<file path="src/rtl/iomxu_pkg.sv">
package iomxu_pkg;

   localparam int XW = 32;

   // control word fields
   localparam int EN_BIT  = 0;
   localparam int RNG_LSB = 2;
   localparam int RNG_W   = 3;
   localparam int CTL_W   = 24;

   // entry fields
   localparam int PTE_V_BIT = 1;
   localparam int PTE_W_BIT = 2;
   localparam int PTE_C_BIT = 7;
   localparam int PPN_LSB   = 8;
   localparam int PPN_MSB   = 26;

   localparam int PG_SHIFT   = 12;
   localparam int BASE_SHIFT = 4;
   localparam int IDX_SHIFT  = PG_SHIFT - 2;
   localparam int MIN_WIN_LG = 24;

   typedef enum logic [1:0] {
      XS_OK      = 2'b00,
      XS_RANGE   = 2'b01,
      XS_INVALID = 2'b10,
      XS_WPROT   = 2'b11
   } xl_status_e;

   function automatic logic [XW-1:0] win_lower_f(input logic [RNG_W-1:0] code);
      logic [5:0] sh;
      sh = 6'(MIN_WIN_LG) + {3'b000, code};
      return {XW{1'b1}} << sh;
   endfunction

endpackage

</file>
<file path="src/rtl/iomxu_regs.sv">
module iomxu_regs
   import iomxu_pkg::*;
#(
   parameter int         REG_AW    = 2,
   parameter bit         RDATA_REG = 1'b1,
   parameter logic [3:0] IMPL_ID   = 4'h1,
   parameter logic [3:0] VER_ID    = 4'h0
) (
   input  logic              clk,
   input  logic              rst_n,
   input  logic              wr_en,
   input  logic              rd_en,
   input  logic [REG_AW-1:0] addr,
   input  logic [XW-1:0]     wdata,
   output logic [XW-1:0]     rdata,
   output logic              enable,
   output logic [XW-1:0]     win_lower,
   output logic [XW-1:0]     pt_base
);

   localparam logic [REG_AW-1:0] CTL_IDX  = REG_AW'(0);
   localparam logic [REG_AW-1:0] BASE_IDX = REG_AW'(1);

   logic [CTL_W-1:0] ctl_q;
   logic [XW-1:0]    base_q;
   logic [XW-1:0]    lower_q;
   logic [XW-1:0]    rd_mux;
   logic             ctl_wr;
   logic             unused_ro;

   assign ctl_wr    = wr_en && (addr == CTL_IDX);
   assign unused_ro = ^wdata[XW-1:CTL_W];

   always_ff @(posedge clk or negedge rst_n) begin
      if (!rst_n) begin
         ctl_q   <= '0;
         base_q  <= '0;
         lower_q <= win_lower_f('0);
      end else begin
         if (ctl_wr) begin
            ctl_q   <= wdata[CTL_W-1:0];
            lower_q <= win_lower_f(wdata[RNG_LSB +: RNG_W]);
         end
         if (wr_en && addr == BASE_IDX)
            base_q <= wdata;
      end
   end

   always_comb begin
      if (addr == CTL_IDX)       rd_mux = {IMPL_ID, VER_ID, ctl_q};
      else if (addr == BASE_IDX) rd_mux = base_q;
      else                       rd_mux = '0;
   end

   generate
      if (RDATA_REG) begin : g_rd_flop
         logic [XW-1:0] rd_q;
         always_ff @(posedge clk or negedge rst_n) begin
            if (!rst_n)     rd_q <= '0;
            else if (rd_en) rd_q <= rd_mux;
         end
         assign rdata = rd_q;
      end else begin : g_rd_comb
         assign rdata = rd_en ? rd_mux : '0;
      end
   endgenerate

   assign enable    = ctl_q[EN_BIT];
   assign win_lower = lower_q;
   assign pt_base   = base_q;


   lower_hold_chk: assert property (@(posedge clk) disable iff (!rst_n)
      !ctl_wr |=> $stable(win_lower));


   lower_shape_chk: assert property (@(posedge clk) disable iff (!rst_n)
      win_lower[XW-1] && (win_lower[MIN_WIN_LG-1:0] == '0));

endmodule

</file>
<file path="src/rtl/iomxu_addr.sv">
module iomxu_addr
   import iomxu_pkg::*;
(
   input  logic          enable,
   input  logic [XW-1:0] dva,
   input  logic [XW-1:0] win_lower,
   input  logic [XW-1:0] pt_base,
   output logic          hit,
   output logic [XW-1:0] pte_addr
);

   logic [XW-1:0] offs;
   logic [XW-1:0] idx;

   assign hit      = enable && (dva >= win_lower);
   assign offs     = dva - win_lower;
   assign idx      = (offs >> IDX_SHIFT) & ~XW'(3);
   assign pte_addr = (pt_base << BASE_SHIFT) + idx;

endmodule

</file>
<file path="src/rtl/iomxu_walk.sv">
module iomxu_walk
   import iomxu_pkg::*;
(
   input  logic          clk,
   input  logic          rst_n,
   input  logic          win_hit,
   input  logic [XW-1:0] pte_addr,
   input  logic          req_valid,
   output logic          req_ready,
   input  logic          req_write,
   input  logic [XW-1:0] req_dva,
   output logic          rsp_valid,
   input  logic          rsp_ready,
   output logic [1:0]    rsp_status,
   output logic [XW-1:0] rsp_pa,
   output logic [XW-1:0] rsp_dva,
   output logic          rsp_cache,
   output logic          mem_req,
   input  logic          mem_gnt,
   output logic [XW-1:0] mem_addr,
   input  logic          mem_rvalid,
   input  logic [XW-1:0] mem_rdata
);

   typedef enum logic [1:0] {ST_IDLE, ST_FETCH, ST_WAIT, ST_RESP} wst_e;

   wst_e          st_q;
   logic [XW-1:0] dva_q;
   logic [XW-1:0] maddr_q;
   logic [XW-1:0] pa_q;
   logic          wr_q;
   logic          cache_q;
   xl_status_e    stat_q;
   logic          accept;
   logic          unused_pte;

   assign accept     = req_valid && req_ready;
   assign unused_pte = ^{mem_rdata[XW-1:PPN_MSB+1], mem_rdata[6:3], mem_rdata[0]};

   always_ff @(posedge clk or negedge rst_n) begin
      if (!rst_n) begin
         st_q    <= ST_IDLE;
         dva_q   <= '0;
         maddr_q <= '0;
         pa_q    <= '0;
         wr_q    <= 1'b0;
         cache_q <= 1'b0;
         stat_q  <= XS_OK;
      end else begin
         case (st_q)
            ST_IDLE: if (accept) begin
               dva_q <= req_dva;
               wr_q  <= req_write;
               if (win_hit) begin
                  maddr_q <= pte_addr;
                  st_q    <= ST_FETCH;
               end else begin
                  stat_q  <= XS_RANGE;
                  pa_q    <= '0;
                  cache_q <= 1'b0;
                  st_q    <= ST_RESP;
               end
            end
            ST_FETCH: if (mem_gnt) st_q <= ST_WAIT;
            ST_WAIT: if (mem_rvalid) begin
               st_q <= ST_RESP;
               if (!mem_rdata[PTE_V_BIT]) begin
                  stat_q  <= XS_INVALID;
                  pa_q    <= '0;
                  cache_q <= 1'b0;
               end else if (wr_q && !mem_rdata[PTE_W_BIT]) begin
                  stat_q  <= XS_WPROT;
                  pa_q    <= '0;
                  cache_q <= 1'b0;
               end else begin
                  stat_q  <= XS_OK;
                  pa_q    <= {1'b0, mem_rdata[PPN_MSB:PPN_LSB], dva_q[PG_SHIFT-1:0]};
                  cache_q <= mem_rdata[PTE_C_BIT];
               end
            end
            ST_RESP: if (rsp_ready) st_q <= ST_IDLE;
            default: st_q <= ST_IDLE;
         endcase
      end
   end

   assign req_ready  = (st_q == ST_IDLE);
   assign mem_req    = (st_q == ST_FETCH);
   assign mem_addr   = maddr_q;
   assign rsp_valid  = (st_q == ST_RESP);
   assign rsp_status = stat_q;
   assign rsp_pa     = pa_q;
   assign rsp_dva    = dva_q;
   assign rsp_cache  = cache_q;


   accept_busy_chk: assert property (@(posedge clk) disable iff (!rst_n)
      (req_valid && req_ready) |=> !req_ready);


   rsp_not_ready_chk: assert property (@(posedge clk) disable iff (!rst_n)
      rsp_valid |-> !req_ready);


   rsp_hold_chk: assert property (@(posedge clk) disable iff (!rst_n)
      (rsp_valid && !rsp_ready) |=> (rsp_valid && $stable(rsp_pa) && $stable(rsp_status)
                                     && $stable(rsp_dva) && $stable(rsp_cache)));


   mem_hold_chk: assert property (@(posedge clk) disable iff (!rst_n)
      (mem_req && !mem_gnt) |=> (mem_req && $stable(mem_addr)));


   miss_nofetch_chk: assert property (@(posedge clk) disable iff (!rst_n)
      (req_valid && req_ready && !win_hit) |=> (rsp_valid && !mem_req && rsp_status == 2'b01));

endmodule

</file>
<file path="src/rtl/iomxu_top.sv">
module iomxu_top
   import iomxu_pkg::*;
#(
   parameter int         REG_AW    = 2,
   parameter bit         RDATA_REG = 1'b1,
   parameter logic [3:0] IMPL_ID   = 4'h1,
   parameter logic [3:0] VER_ID    = 4'h0
) (
   input  logic              clk,
   input  logic              rst_n,
   input  logic              cfg_wr,
   input  logic              cfg_rd,
   input  logic [REG_AW-1:0] cfg_addr,
   input  logic [31:0]       cfg_wdata,
   output logic [31:0]       cfg_rdata,
   input  logic              req_valid,
   output logic              req_ready,
   input  logic              req_write,
   input  logic [31:0]       req_dva,
   output logic              rsp_valid,
   input  logic              rsp_ready,
   output logic [1:0]        rsp_status,
   output logic [31:0]       rsp_pa,
   output logic [31:0]       rsp_dva,
   output logic              rsp_cache,
   output logic              mem_req,
   input  logic              mem_gnt,
   output logic [31:0]       mem_addr,
   input  logic              mem_rvalid,
   input  logic [31:0]       mem_rdata
);

   generate
      if (REG_AW < 1 || REG_AW > 8) begin : g_bad_aw
         $error("iomxu_top: REG_AW must be in 1..8");
      end
      if (XW != 32) begin : g_bad_xw
         $error("iomxu_top: datapath must be 32 bits");
      end
   endgenerate

   logic          enable;
   logic [XW-1:0] win_lower;
   logic [XW-1:0] pt_base;
   logic          win_hit;
   logic [XW-1:0] pte_addr;

   iomxu_regs #(
      .REG_AW    (REG_AW),
      .RDATA_REG (RDATA_REG),
      .IMPL_ID   (IMPL_ID),
      .VER_ID    (VER_ID)
   ) u_regs (
      .clk       (clk),
      .rst_n     (rst_n),
      .wr_en     (cfg_wr),
      .rd_en     (cfg_rd),
      .addr      (cfg_addr),
      .wdata     (cfg_wdata),
      .rdata     (cfg_rdata),
      .enable    (enable),
      .win_lower (win_lower),
      .pt_base   (pt_base)
   );

   iomxu_addr u_addr (
      .enable    (enable),
      .dva       (req_dva),
      .win_lower (win_lower),
      .pt_base   (pt_base),
      .hit       (win_hit),
      .pte_addr  (pte_addr)
   );

   iomxu_walk u_walk (
      .clk        (clk),
      .rst_n      (rst_n),
      .win_hit    (win_hit),
      .pte_addr   (pte_addr),
      .req_valid  (req_valid),
      .req_ready  (req_ready),
      .req_write  (req_write),
      .req_dva    (req_dva),
      .rsp_valid  (rsp_valid),
      .rsp_ready  (rsp_ready),
      .rsp_status (rsp_status),
      .rsp_pa     (rsp_pa),
      .rsp_dva    (rsp_dva),
      .rsp_cache  (rsp_cache),
      .mem_req    (mem_req),
      .mem_gnt    (mem_gnt),
      .mem_addr   (mem_addr),
      .mem_rvalid (mem_rvalid),
      .mem_rdata  (mem_rdata)
   );

endmodule

</file>
<file path="config.mk">
export PLATFORM = sky130hd
export DESIGN_NAME = iomxu_top
export DESIGN_NICKNAME = d
export VERILOG_FILES = /design/src/rtl/iomxu_pkg.sv /design/src/rtl/iomxu_regs.sv /design/src/rtl/iomxu_addr.sv /design/src/rtl/iomxu_walk.sv /design/src/rtl/iomxu_top.sv
export SDC_FILE = /design/constraint.sdc
export NUM_CORES = 1
export LEC_CHECK = 0
export BUFFER_PORTS_ARGS = -buffer_cell sky130_fd_sc_hd__clkbuf_2
export CAP_MARGIN = 20
export CORE_MARGIN = 10
export CORE_UTILIZATION = 35
export DETAILED_ROUTE_END_ITERATION = 10
export GPL_ROUTABILITY_DRIVEN = 0
export SLEW_MARGIN = 20
export SYNTH_ARGS = -nofsm -noshare
export SYNTH_HDL_FRONTEND = slang
export SYNTH_SLANG_ARGS = --single-unit
</file>
<file path="constraint.sdc">
create_clock -name clk -period 3.18 [get_ports clk]
set_clock_uncertainty 0.15 [all_clocks]
set_input_delay 0.636 -clock clk [delete_from_list [all_inputs] [get_ports clk]]
set_output_delay 0.636 -clock clk [all_outputs]
set_load 0.05 [all_outputs]
</file>
# Yosys cells after proc, flatten, opt, wreduce, memory -nomap -nowiden
# Index checks and enable logic that the tools add are counted.
[word_totals]
register_bits = 222
in_bits = 107
out_inout_bits = 134
word_cells = 64
[classes]
n_addsub = 3
n_lt_le_gt_ge = 1
n_eq_ne = 9
shift = 1
n_mux = 26
reduce_logical = 13
[ops]
columns = ["op", "n"]
rows = [
  ["32-bit 2-to-1 mux", 6],
  ["32-bit one-hot mux with 2 select lines", 1],
  ["32-bit by 22-bit adder with 32-bit output", 1],
  ["32-bit greater-or-equal comparator", 1],
  ["32-bit by 6-bit << shifter with 32-bit output (first input constant)", 1],
  ["32-bit subtractor", 1],
  ["31-bit 2-to-1 mux", 1],
  ["2-bit 2-to-1 mux", 10],
  ["2-bit one-hot mux with 4 select lines", 1],
  ["4-bit AND reduction", 2],
  ["5-bit by 3-bit adder with 6-bit output (first input constant)", 1],
  ["2-bit inequality test (second input constant)", 3],
  ["1-bit logical AND", 5],
  ["1-bit 2-to-1 mux", 5],
  ["2-bit by 1-bit == test with 1-bit output (second input constant)", 2],
  ["2-bit == test (second input constant)", 2],
  ["2-bit zero test", 2],
  ["2-bit by 1-bit inequality test with 1-bit output (second input constant)", 2],
  ["2-bit one-hot mux with 2 select lines", 1],
  ["3-bit AND reduction", 1],
  ["1-bit one-hot mux with 2 select lines", 1],
  ["2-bit AND reduction", 1],
  ["2-bit nonzero test", 1],
  ["1-bit zero test", 1],
]

# Depth between registers and ports, before layout
[depth]
word_depth = 6
ltp_mapped = 15
ltp_nobuf = 15

# By module
# A second synthesis with hierarchy kept.
[unflattened]
hier_cells = 977
hier_area_um2 = 11045.6
[by_module_without_submodules]
columns = ["module", "instances", "cells_each", "area_per_inst_um2", "seq_area_each_um2"]
rows = [
  ["iomxu_walk", 1, 275, 4152.7, 2527.4],
  ["iomxu_regs", 1, 279, 4045.1, 2386.0],
  ["iomxu_addr", 1, 423, 2847.7, 0.0],
]

# Worst setup path after synthesis
# No wires, ideal clock.
[synth_path]
kind = "in2reg"
from = "input req_dva[26]"
to = "register u_walk.maddr_q[31] (netlist: u_walk.mem_addr[31])"
setup_ns = 0.083
t_arrival_ns = 3.253
required_ns = 2.947
setup_slack_ns = -0.305
cell_stages = 14
path_buffers = 0
path_cell_list = "ha_1 -> a21oi_1 -> a21boi_2 -> a311oi_2 -> o21ba_4 -> xnor2_1 -> ha_1 -> nand4_1 -> a211oi_1 -> nor3_1 -> a31oi_1 -> nand4_1 -> xor2_1 -> o21ai_0"
[synth_between]
elab_chain_len = 3
word_cells_on_any_way = 5
classes_between = "add/sub (2); order compare (1); reduce/logical (2)"
[synth_rtl]
columns = ["element", "line_no", "rtl"]
rows = [
  ["start: declaration", "iomxu_top.sv:19", "input logic [31:0] req_dva,"],
  ["branches (longest 3 deep; another with 32-bit subtractor)", "-", ""],
  ["end signal: assignment", "iomxu_walk.sv:55", "maddr_q <= pte_addr;"],
  ["end: declaration", "iomxu_walk.sv:29", "logic [XW-1:0] maddr_q;"],
]
# Several ways; the timed one is not identified.
# A chain may end at the register's enable or synchronous reset.

# Worst setup path after layout
[layout_path]
from = "register u_regs.lower_q[24] (netlist: u_regs.win_lower[24])"
to = "register u_walk.maddr_q[27] (netlist: u_walk.mem_addr[27])"
[layout_between]
elab_chain_len = 3
word_cells_on_any_way = 5
classes_between = "add/sub (2); order compare (1); reduce/logical (2)"
[layout_rtl]
columns = ["element", "line_no", "rtl"]
rows = [
  ["start: declaration", "iomxu_regs.sv:26", "logic [XW-1:0] lower_q;"],
  ["start signal: assignment", "iomxu_regs.sv:38", "lower_q <= win_lower_f('0);"],
  ["start signal: assignment", "iomxu_regs.sv:42", "lower_q <= win_lower_f(wdata[RNG_LSB +: RNG_W]);"],
  ["branches (longest 3 deep; another with 32-bit subtractor)", "-", ""],
]
# Several ways; the timed one is not identified.

==> impl_metrics.yaml <==
die:
  rows: 58
  die_y_um: 180
  ios: 241
  fp.coreArea_um2: 25300
  start_util_pct: 35.7
  die_w_um: 180
  dieArea_um2: 32600
global_route:
  grt_first_pass_wirelength_um: 41900
  overflow: 0
  track_usage_pct: 16.1
  antenna_found_initial: 1
  grt_max_degree: 60
  grt_pass1_vias: 7058
logic_synthesis:
  synth_common_cells: "dfrtp_1, nand2_1, mux2_2, inv_1, clkbuf_1"
  yosysTopAreaCell: "dfrtp_1"
  synthSimpleGateAreaFrac_pct: 9.97
  syn-instance-count: 822
  synth_top_area_share_pct: 51.9
  synth_xor_area_share_pct: 2.82
  yosys.cell_types.count: 54
  yosysMostFrequentCell: "dfrtp_1"
  synthAdderAreaFrac_pct: 4.39
  async_reset_ff_share_pct: 100
  synth_top_family_by_area: "compound AO/OA/AOI/OAI gates"
  yosys-mux-area-fraction_pct: 11.2
  ys_seq_area_share_pct: 54.0
  avgSynthCellArea_um2: 11.0
  synth_compound_area_share_pct: 12.6
  syn_area_um2: 9010
  synth_edf_count: 0
  synth_top_flop_cell: "dfrtp_1"
  yosysWarnings: 0
  ys_ff_latch: 194
  synthTopCellsByArea: "dfrtp_1, mux2_2, nand2_1"
timing:
  relSlewSlack_pct: 59.0
  rsz0062_at_grt: "true"
  setup_viol: 11
  tightest_slew_ns: 0.614
  finalCritPeriodShare_pct: 109
  max_freq_mhz: 289
  fin_crit_ns: 3.45
  hold_violations: 0
  fin_ws_ns: -0.274
  final_max_slew_viol_count: 0
cts:
  cts-root-buf: "clkbuf_16"
  cts_tree: "done"
  clk_path_buf_depth: 2
  htreeDepth: 4
  cts_buffers: 17
  worstSkewPairLatency_ns: 0.45
  path_clk_slew_ns: 0.09
  numClockSinks: 194
status:
  status: "finished, violations left"
  violations: "setup timing"
routing:
  wl_per_cell_um: 18.5
  wirelength_um: 26300
  drt_iter0_markers: 550
  drt-pass1-iter-count: 5
  dr_total_vias: 6970
  drc: 0
  drt-vias-per-instance: 4.89
  ant_nets: 0
job:
  drv_cap: 0
finish:
  nets: 1218
  instances_no_fill: 1424
  areaGrowthSynthToFinish_pct: 29.5
  final_layout_size_suffix_gt1_share_pct: 41.8
placement:
  post-place-ws_ns: -0.511
  dp.cells: 1382
  dpl.hpwl_um: 19600
  port_buffers: 227
worst_hold_path:
  hp-class: "in2reg"
critical_path:
  crit_type: "reg2reg"
  critical_path.max_fanout: 5
  worstPathRequired_ns: 3.39
  crit_path_end_kind: "flop"
  worstPathArrival_ns: 3.67
  setup.worst_path.start_class: "flop"
power:
  peakVddDrop_mv: 0.455
  powerDensity_nw_per_um2: 959
  power.leakage_nw: 5.82
==> cells by family (layout without fill, tap and decap cells) <==
kind of cell / after synthesis / in the layout
compound gates: 163 / 163
xor+xnor: 29 / 29
fa+ha+maj: 31 / 31
buf+inv: 108 / 377
flops: 194 / 194
mux: 92 / 92
other cells: 1 / 4
simple gates: 204 / 204
==> placed cells by master (no fill, tap or decap), types with 8 or more instances in the layout <==
cell type / synthesis / routed
buf_4: 3 / 55
clkbuf_2: 0 / 226
mux2i_1: 24 / 24
ha_1: 30 / 24
o21ai_0: 35 / 25
o21ai_1: 5 / 14
xnor2_1: 17 / 15
nand2_1: 138 / 136
a21oi_1: 25 / 21
dfrtp_1: 187 / 187
clkbuf_16: 0 / 17
mux2_2: 68 / 68
inv_1: 55 / 53
o22ai_1: 32 / 32
a22o_2: 27 / 27
xor2_1: 12 / 12
nand4_1: 8 / 8
nor2_1: 21 / 21
==> worst paths after layout <==
path | start | endpoint | slack [ns] | cells after the start
setup / recovery | u_regs.win_lower[24] | u_walk.mem_addr[27] | -0.27 | 17
hold / removal | cfg_wdata[23] | u_regs.ctl_q[23] | 0.24 | 3
setup reg to reg | u_regs.win_lower[24] | u_walk.mem_addr[27] | -0.27 | 17
hold reg to reg | u_regs.ctl_q[1] | u_regs.ctl_q[1] | 0.33 | 2
max in group asynchronous | rst_n | u_walk.rsp_pa[24] | 1.57 | 3
min in group asynchronous | rst_n | u_walk.rsp_pa[18] | 0.56 | 2
==> layer usage <==
layer / track usage [%] / wire [um] / part of all wire [%] / up-vias
met5: 0 / 0 / 0 / -
met4: 5.25 / 517 / 2.0 / 0
met3: 3.53 / 1400 / 5.3 / 32
met2: 25.1 / 12400 / 47 / 214
met1: 21.7 / 11900 / 45 / 3377
li1: - / - / - / 3347
==> sequential cells by signal (all words and copies together) (netlist names), 7 cells and up <==
name / cells
u_regs.ctl_q: 24
u_regs.pt_base: 32
u_regs.rdata: 32
u_regs.win_lower: 7
u_walk.mem_addr: 30
u_walk.rsp_dva: 32
u_walk.rsp_pa: 31
==> metrics by stage <==
step	hold slack [ns]	total power, mW	util, %	area (um2)	setup TNS (ns)
2_1_floorplan	0.190	7.29	-	9080	-0.614
3_3_place_gp	0.306	8.79	43.0	10900	-4.68
3_5_place_dp	0.311	8.87	43.0	10900	-4.99
4_1_cts	0.231	11.3	46.1	11700	-1.21
5_1_grt	0.240	11.8	46.2	11700	-3.92
6_report	0.245	11.2	46.2	11700	-1.83
==> layout make-up <==
class | instances | area, um2
clock buffer | 18 | 429
fill | 2441 | 13600
timing repair buffer | 290 | 1690
multi-input combinational | 522 | 3880
antenna | 1 | 2.50
clock inverter | 14 | 178
tap | 330 | 413
inverter | 55 | 206
sequential | 194 | 4860
==> report_power, final <==
part | internal (mW) | total (mW) | switching, mW | leakage [nW]
Combinational | 1.72 | 5.36 | 3.63 | 3.07
Clock | 1.08 | 2.21 | 1.13 | 0.293
Sequential | 3.16 | 3.62 | 0.460 | 2.46
==> critical path: stages (launching register included) <==
cell and delay [ns]:
dfstp_2 0.55, inv_2 0.05, ha_4 0.21, o211ai_2 0.17
a21boi_2 0.09, buf_4 0.15, o21a_1 0.17, nor2_1 0.11
xnor2_1 0.11, ha_1 0.39, nand4_1 0.19, a211oi_2 0.20
nor3_1 0.07, a31oi_1 0.21, buf_4 0.17, nand3_2 0.07
xor2_1 0.17, o21ai_1 0.14
==> repair_timing <==
| item | 4_1_cts | 5_1_grt |
|---|---|---|
| pin swaps | 28 | 6 |
| gates resized for setup | 32 | 1 |
| endpoints found under the setup margin | 12 | 13 |
| hold buffers | 1 | 0 |
| endpoints found under the hold margin | 1 | 0 |
| setup buffers | 7 | 1 |
Power figures use the tool's default switching activity.
